[config.mk]
export PLATFORM = sky130hd
export DESIGN_NAME = lsu_unit
export DESIGN_NICKNAME = d
export VERILOG_FILES = /design/src/rtl/lsu_pkg.sv /design/src/rtl/lsu_agen.sv /design/src/rtl/lsu_lanes.sv /design/src/rtl/lsu_extract.sv /design/src/rtl/lsu_unit.sv
export SDC_FILE = /design/constraint.sdc
export NUM_CORES = 1
export LEC_CHECK = 0
export BUFFER_PORTS_ARGS = -buffer_cell sky130_fd_sc_hd__buf_2
export CAP_MARGIN = 20
export CORE_MARGIN = 3
export CORE_UTILIZATION = 30
export CTS_BUF_LIST = sky130_fd_sc_hd__clkbuf_16
export CTS_CLUSTER_SIZE = 28
export DETAILED_ROUTE_END_ITERATION = 10
export PLACE_DENSITY_LB_ADDON = 0.2
export RECOVER_POWER = 50
export SYNTH_ARGS = -nofsm -noshare
export SYNTH_HDL_FRONTEND = slang
export SYNTH_SLANG_ARGS = --single-unit
export TNS_END_PERCENT = 10
[constraint.sdc]
create_clock -name clk -period 5.7 [get_ports clk]
set_input_delay 1.14 -clock clk [delete_from_list [all_inputs] [get_ports clk]]
set_output_delay 1.14 -clock clk [all_outputs]
set_load 0.02 [all_outputs]
[src/rtl/lsu_pkg.sv]
// Shared types for the load-store unit.
// Assumes a 32-bit little-endian data path of four byte lanes.
package lsu_pkg;
    typedef enum logic [1:0] {
        SZ_BYTE = 2'b00,
        SZ_HALF = 2'b01,
        SZ_WORD = 2'b10,
        SZ_WRD2 = 2'b11
    } lsu_size_e;

    typedef enum logic [1:0] {
        ST_IDLE = 2'b00,
        ST_REQ  = 2'b01,
        ST_WAIT = 2'b10
    } lsu_state_e;
endpackage

[src/rtl/lsu_agen.sv]
// Effective address generation with forced natural alignment.
// Pointer-relative mode zero-extends a short offset (width depends on size);
// register-relative mode sign-extends the full field. Sums wrap freely.
module lsu_agen
    import lsu_pkg::*;
#(
    parameter int ADDR_W  = 32,
    parameter int DISP_W  = 16,
    parameter int SB_W    = 7,
    parameter int SHW_W   = 8
) (
    input  logic              short_mode,
    input  lsu_size_e         size,
    input  logic [ADDR_W-1:0] base,
    input  logic [ADDR_W-1:0] ep,
    input  logic [DISP_W-1:0] disp,
    output logic [ADDR_W-1:0] addr
);
    localparam int EXT_W = ADDR_W - DISP_W;

    logic [ADDR_W-1:0] offset;
    logic [ADDR_W-1:0] sum;

    // Select and extend the displacement for the active mode.
    always_comb begin
        if (short_mode) begin
            if (size == SZ_BYTE) offset = ADDR_W'(disp[SB_W-1:0]);
            else                 offset = ADDR_W'(disp[SHW_W-1:0]);
        end else begin
            offset = {{EXT_W{disp[DISP_W-1]}}, disp};
        end
    end

    assign sum = (short_mode ? ep : base) + offset;

    // Round the address down to the access size.
    always_comb begin
        unique case (size)
            SZ_BYTE: addr = sum;
            SZ_HALF: addr = {sum[ADDR_W-1:1], 1'b0};
            default: addr = {sum[ADDR_W-1:2], 2'b00};
        endcase
    end
endmodule

[src/rtl/lsu_lanes.sv]
// Store-side lane steering: byte enables and replicated write data.
// Assumes the address is already aligned to the access size.
module lsu_lanes
    import lsu_pkg::*;
#(
    parameter int LANES = 4
) (
    input  lsu_size_e           size,
    input  logic [1:0]          addr_lo,
    input  logic [8*LANES-1:0]  sdata,
    output logic [LANES-1:0]    be,
    output logic [8*LANES-1:0]  wdata
);
    localparam int HALVES = LANES / 2;

    // Compute enables and replicate the source into every lane.
    always_comb begin
        unique case (size)
            SZ_BYTE: begin
                be    = LANES'(1) << addr_lo;
                wdata = {LANES{sdata[7:0]}};
            end
            SZ_HALF: begin
                be    = addr_lo[1] ? LANES'(4'b1100) : LANES'(4'b0011);
                wdata = {HALVES{sdata[15:0]}};
            end
            default: begin
                be    = '1;
                wdata = sdata;
            end
        endcase
    end
endmodule

[src/rtl/lsu_extract.sv]
// Load-side lane selection and sign extension to register width.
// Assumes the address low bits are the aligned ones of the request.
module lsu_extract
    import lsu_pkg::*;
#(
    parameter int LANES = 4
) (
    input  lsu_size_e           size,
    input  logic [1:0]          addr_lo,
    input  logic [8*LANES-1:0]  rdata,
    output logic [8*LANES-1:0]  result
);
    localparam int DW = 8 * LANES;

    logic [7:0]  lane [LANES];
    logic [7:0]  sel_b;
    logic [15:0] sel_h;

    // Split the read word into byte lanes.
    for (genvar k = 0; k < LANES; k++) begin : g_lane
        assign lane[k] = rdata[8*k +: 8];
    end

    assign sel_b = lane[addr_lo];
    assign sel_h = addr_lo[1] ? {lane[3], lane[2]} : {lane[1], lane[0]};

    // Extend the selected lane to full width.
    always_comb begin
        unique case (size)
            SZ_BYTE: result = {{(DW-8){sel_b[7]}}, sel_b};
            SZ_HALF: result = {{(DW-16){sel_h[15]}}, sel_h};
            default: result = rdata;
        endcase
    end
endmodule

[src/rtl/lsu_unit.sv]
// Load-store unit top: latches one access on issue, holds the memory
// request until accepted, waits for read data on loads, and pulses done.
// Assumes memory returns exactly one read-valid per accepted load.
module lsu_unit
    import lsu_pkg::*;
#(
    parameter int ADDR_W = 32,
    parameter int DISP_W = 16,
    parameter int LANES  = 4
) (
    input  logic                 clk,
    input  logic                 rst_n,
    input  logic                 issue_valid,
    input  logic                 issue_store,
    input  logic [1:0]           issue_size,
    input  logic                 issue_short,
    input  logic [ADDR_W-1:0]    base_reg,
    input  logic [ADDR_W-1:0]    ep_val,
    input  logic [DISP_W-1:0]    disp_raw,
    input  logic [8*LANES-1:0]   store_data,
    output logic                 busy,
    output logic                 mem_req_valid,
    input  logic                 mem_req_ready,
    output logic                 mem_we,
    output logic [ADDR_W-1:0]    mem_addr,
    output logic [LANES-1:0]     mem_be,
    output logic [8*LANES-1:0]   mem_wdata,
    input  logic                 mem_rvalid,
    input  logic [8*LANES-1:0]   mem_rdata,
    output logic                 done,
    output logic [8*LANES-1:0]   wb_data
);
    localparam int DW = 8 * LANES;

    lsu_state_e        state;
    lsu_size_e         in_size;
    lsu_size_e         r_size;
    logic [ADDR_W-1:0] ea;
    logic [LANES-1:0]  be_c;
    logic [DW-1:0]     wd_c;
    logic [DW-1:0]     ld_c;

    assign in_size = lsu_size_e'(issue_size);

    lsu_agen #(.ADDR_W(ADDR_W), .DISP_W(DISP_W)) i_agen (
        .short_mode (issue_short),
        .size       (in_size),
        .base       (base_reg),
        .ep         (ep_val),
        .disp       (disp_raw),
        .addr       (ea)
    );

    lsu_lanes #(.LANES(LANES)) i_lanes (
        .size    (in_size),
        .addr_lo (ea[1:0]),
        .sdata   (store_data),
        .be      (be_c),
        .wdata   (wd_c)
    );

    lsu_extract #(.LANES(LANES)) i_extract (
        .size    (r_size),
        .addr_lo (mem_addr[1:0]),
        .rdata   (mem_rdata),
        .result  (ld_c)
    );

    // Sequence one access: issue, request hold, read wait, completion.
    always_ff @(posedge clk) begin
        if (!rst_n) begin
            state     <= ST_IDLE;
            r_size    <= SZ_BYTE;
            mem_we    <= 1'b0;
            mem_addr  <= '0;
            mem_be    <= '0;
            mem_wdata <= '0;
            done      <= 1'b0;
            wb_data   <= '0;
        end else begin
            done <= 1'b0;
            unique case (state)
                ST_IDLE: if (issue_valid) begin
                    state     <= ST_REQ;
                    r_size    <= in_size;
                    mem_we    <= issue_store;
                    mem_addr  <= ea;
                    mem_be    <= be_c;
                    mem_wdata <= wd_c;
                end
                ST_REQ: if (mem_req_ready) begin
                    if (mem_we) begin
                        state <= ST_IDLE;
                        done  <= 1'b1;
                    end else begin
                        state <= ST_WAIT;
                    end
                end
                ST_WAIT: if (mem_rvalid) begin
                    state   <= ST_IDLE;
                    done    <= 1'b1;
                    wb_data <= ld_c;
                end
                default: state <= ST_IDLE;
            endcase
        end
    end

    assign busy          = (state != ST_IDLE);
    assign mem_req_valid = (state == ST_REQ);
endmodule

==> reports/results.ini <==
[status]
outcome = finished, violations left
violations = capacitance limit, slew limit

[layout]
final_nets = 1268
filler_cell_count = 2405
seqCellArea_um2 = 2120
drive_gt1_share_pct = 21.3
diodes = 0
multi_input_comb_area_um2 = 4390
area_delta_synth_final_pct = 23.1

[die]
initial_utilization_pct = 31.0
core-area_um2 = 22200
horizontal_extent_of_the_die_um = 157
row_count = 54
die-height_um = 157
num_io_pins = 257
die-area_um2 = 24800

[synth]
seq_area_frac_synth_pct = 30.9
synth_compound_area_share_pct = 25.2
netlist.area_leader.share_pct = 30.9
synth_top_cell_by_area = sky130_fd_sc_hd__dfxtp_1
synth_xor_xnor_area_share_pct = 1.40
synth_fa_ha_area_share_pct = 6.48
synth.distinct_cells = 63
synth_async_sr_flop_share_pct = 0
netlist_area_um2 = 6870
syn_inst = 877
syn_nets = 1065
postSynthRegisterBits = 106
synth.most_common_cell = sky130_fd_sc_hd__nand2_1
main_combinational_cell_family_by_area_after_synthesis = compound AO/OA/AOI/OAI gates
dominantRegCellSynth = sky130_fd_sc_hd__dfxtp_1
muxShareOfSynthArea_pct = 11.6
synth.avg_cell_area_um2 = 7.84
synth.cells.most_frequent = sky130_fd_sc_hd__nand2_1, sky130_fd_sc_hd__dfxtp_1, sky130_fd_sc_hd__a21oi_1
yosysWarnings = 0
synth-simple-area-share_pct = 19.1
synth-edff-count = 0
synth_top_cells_by_area = sky130_fd_sc_hd__dfxtp_1, sky130_fd_sc_hd__nand2_1, sky130_fd_sc_hd__a21oi_1, sky130_fd_sc_hd__ha_1, sky130_fd_sc_hd__mux2_2

[detailed_routing]
drt_iter0_drc = 476
drt-wirelength-per-cell_um = 17.5
remaining_drcs = 0
route.antenna.remaining_nets = 0
viasPerCell = 5.26
route.vias.total = 7175
totalWireLength_mm = 23.8
drt_pass1_iterations = 6

[timing]
timing_worst_slew_pin_value_ns = 1.61
maxClockFrequency_mhz = 239
finalCriticalPeriod_ns = 4.18
setup_tns_ns = 0
final.setup.worst_slack_ns = 1.52
finalClockSkew_ns = 0.0136
hold_violations_final = 0
timing_max_transition_violations_final = 42
timing.slew.headroom_pct = -7.45
final_min_period_over_clock_period_pct = 73.4
grt_setup_unrepaired = false
finalSetupViolCount = 0

[global_routing]
globalRouteTotalUtil_pct = 18.4
gr-total-overflow = 0
maximum_number_of_pins_on_one_net_before_global_route_repair = 77
grt_pass1_wl_mm = 36.6
grt_antenna_before_repair = 0
number_of_global_route_vias_before_repair = 6702

[setup_path]
crit_path_max_incr_delay_ns = 0.56
setup.worst_path.end_class = flip-flop
timing.reg2reg.setup_slack_ns = 2.29
ff2ff_path_depth = 7
crit-reg2reg-launch = state[0]$_SDFFE_PN0P_
critical_path.cell_chain = buf_2 > mux2_2 > ha_1 > fa_1 > a21o_1 > a221oi_4 > o221ai_2 > or4_4 > a21oi_2 > nor4_1 > a211o_1
start_kind = input port
worst-setup-path-type = in -> reg
timing.critical_path.from = issue_short
kind_of_cell_adding_the_most_delay_to_the_critical_path = compound AO/OA/AOI/OAI gates
critical_path.max_fanout = 25
crit_arrival_ns = 4.42
critical_path.slowest_cell = sky130_fd_sc_hd__or4_4
reg2reg_to = wb_data[21]$_SDFFE_PN0P_
critPathBufInv = 1
cp_data_required_time_ns = 5.94

[pwr]
leakagePower_uw = 0.00343
vdd.ir_drop.worst_uv = 124
cellPowerDensity_nw_per_um2 = 270

[clocking]
clkTransAtPathRegs_ns = 0.07
holdBufCountCts = 0
clock_insertion_delay_worst_skew_ns = 0.36
clock_root_buffer_master = sky130_fd_sc_hd__clkbuf_16
number_of_gates_resized_after_cts = 0
clock_tree.htree_level_count = 3
cts_setup_buffers = 0
tritoncts = yes
cts-buffers-inserted = 9
cts-root-to-sink-buffers = 2
cts.sink_count = 106

[place]
finalWeightedCongestion = 0.848
numPortBuffers = 256
hpwl_mm = 17.9
place_worst_setup_slack_ns = 1.15

[hold_path]
worst_min_delay_path_category = reg -> reg
worstHoldPathCells = 2
hold_path.startpoint = mem_addr[4]$_SDFFE_PN0P_
min_to = mem_addr[4]$_SDFFE_PN0P_

[job]
maxCapViolCount = 1

-- final cells by class --
type | count | area share [%]
Clock buffer | 9 | 2.66
Clock inverter | 7 | 0.814
Inverter | 22 | 0.977
Multi-Input combinational cell | 676 | 51.9
Sequential cell | 106 | 25.1
Tap cell | 280 | 4.14
Timing Repair Buffer | 265 | 14.4
-- cells in the final DEF, fill, tap and decap left out, types with 3 or more instances in the layout --
cell type                   instances
sky130_fd_sc_hd__a211o_1            4
sky130_fd_sc_hd__a211oi_1          21
sky130_fd_sc_hd__a21o_1             7
sky130_fd_sc_hd__a21oi_1           90
sky130_fd_sc_hd__a22oi_1           10
sky130_fd_sc_hd__a311oi_1           9
sky130_fd_sc_hd__a31o_2             4
sky130_fd_sc_hd__a31oi_1            8
sky130_fd_sc_hd__and2_1             3
sky130_fd_sc_hd__and3_1             4
sky130_fd_sc_hd__and4_1             5
sky130_fd_sc_hd__buf_2            156
sky130_fd_sc_hd__buf_4              8
sky130_fd_sc_hd__clkbuf_1         101
sky130_fd_sc_hd__clkbuf_16          9
sky130_fd_sc_hd__dfxtp_1          106
sky130_fd_sc_hd__ha_1              34
sky130_fd_sc_hd__inv_1             21
sky130_fd_sc_hd__mux2_2            32
sky130_fd_sc_hd__mux2i_1           28
sky130_fd_sc_hd__mux4_2             7
sky130_fd_sc_hd__nand2_1          133
sky130_fd_sc_hd__nand3_1           32
sky130_fd_sc_hd__nand3b_1           3
sky130_fd_sc_hd__nand4_1            7
sky130_fd_sc_hd__nor2_1            45
sky130_fd_sc_hd__nor2b_1           11
sky130_fd_sc_hd__nor3_1            14
sky130_fd_sc_hd__nor3b_1            3
sky130_fd_sc_hd__nor4_1             5
sky130_fd_sc_hd__o2111ai_1          3
sky130_fd_sc_hd__o211ai_1           8
sky130_fd_sc_hd__o21a_1             6
sky130_fd_sc_hd__o21ai_0           70
sky130_fd_sc_hd__o21ai_1            8
sky130_fd_sc_hd__o31a_1             3
sky130_fd_sc_hd__o31ai_1            6
sky130_fd_sc_hd__or3_1             11
sky130_fd_sc_hd__xnor2_1            7
sky130_fd_sc_hd__xor2_1             4
-- flip-flops by register name (all words and copies together) (netlist names) --
name       count
mem_we         1
mem_addr      32
done           1
state          2
mem_be         4
wb_data       32
r_size         2
mem_wdata     32
-- worst max path at each step --
| stage | endpoint | slack [ns] | cells after the start |
|---|---|---|---|
| after floorplan | mem_addr[28]$_SDFFE_PN0P_ | 1.33 | 12 |
| after global placement | mem_addr[28]$_SDFFE_PN0P_ | 1.20 | 11 |
| after detailed placement | mem_addr[28]$_SDFFE_PN0P_ | 1.15 | 11 |
| after CTS | mem_addr[28]$_SDFFE_PN0P_ | 1.53 | 11 |
| after global routing | mem_addr[28]$_SDFFE_PN0P_ | 1.34 | 11 |
| final | mem_addr[28]$_SDFFE_PN0P_ | 1.52 | 11 |
-- power by group --
| group | internal (uW) | total (uW) | leakage [uW] | switching, uW |
|---|---|---|---|---|
| clock network | 310 | 637 | 0.000143 | 327 |
| logic | 280 | 782 | 0.00242 | 503 |
| registers | 817 | 866 | 0.000868 | 49.3 |
| total | 1410 | 2280 | 0.00343 | 879 |
-- metal layers --
layer | wire, um | vias to the layer above | track usage [%]
met5 | 0 | - | 0
met4 | 625 | 0 | 6.32
met2 | 10400 | 243 | 28.5
met1 | 11300 | 3292 | 26.3
met3 | 1420 | 32 | 2.64
li1 | - | 3608 | -
-- kinds of logic after synthesis --
logic type / count (synthesis)
AOI/OAI and AO/OA: 278
xor gates and xnor gates: 11
muxes: 67
and+or+nand+nor: 285
buffers and inverters: 95
DFF: 106
adders and majority gates: 35
-- tightest hold or removal path, delay by kind of cell, from the launching register on --
kind / cells / cell delay (ns)
flip-flops: 1 / 0.31
AND/OR/NAND/NOR: 1 / 0.05
AO/OA/AOI/OAI: 1 / 0.05
-- metrics by stage --
step	hold slack [ns]	cell area (um2)	utilization, %	instances	total power [uW]
2_1_floorplan	0.490	6870	-	877	1410
3_3_place_gp	0.440	8290	37.4	1349	1680
3_5_place_dp	0.444	8290	37.4	1349	1680
4_1_cts	0.454	8580	38.7	1365	2320
5_1_grt	0.476	8460	38.2	1365	2430
6_report	0.453	8460	38.2	1365	2280
Power figures use the tool's default switching activity.
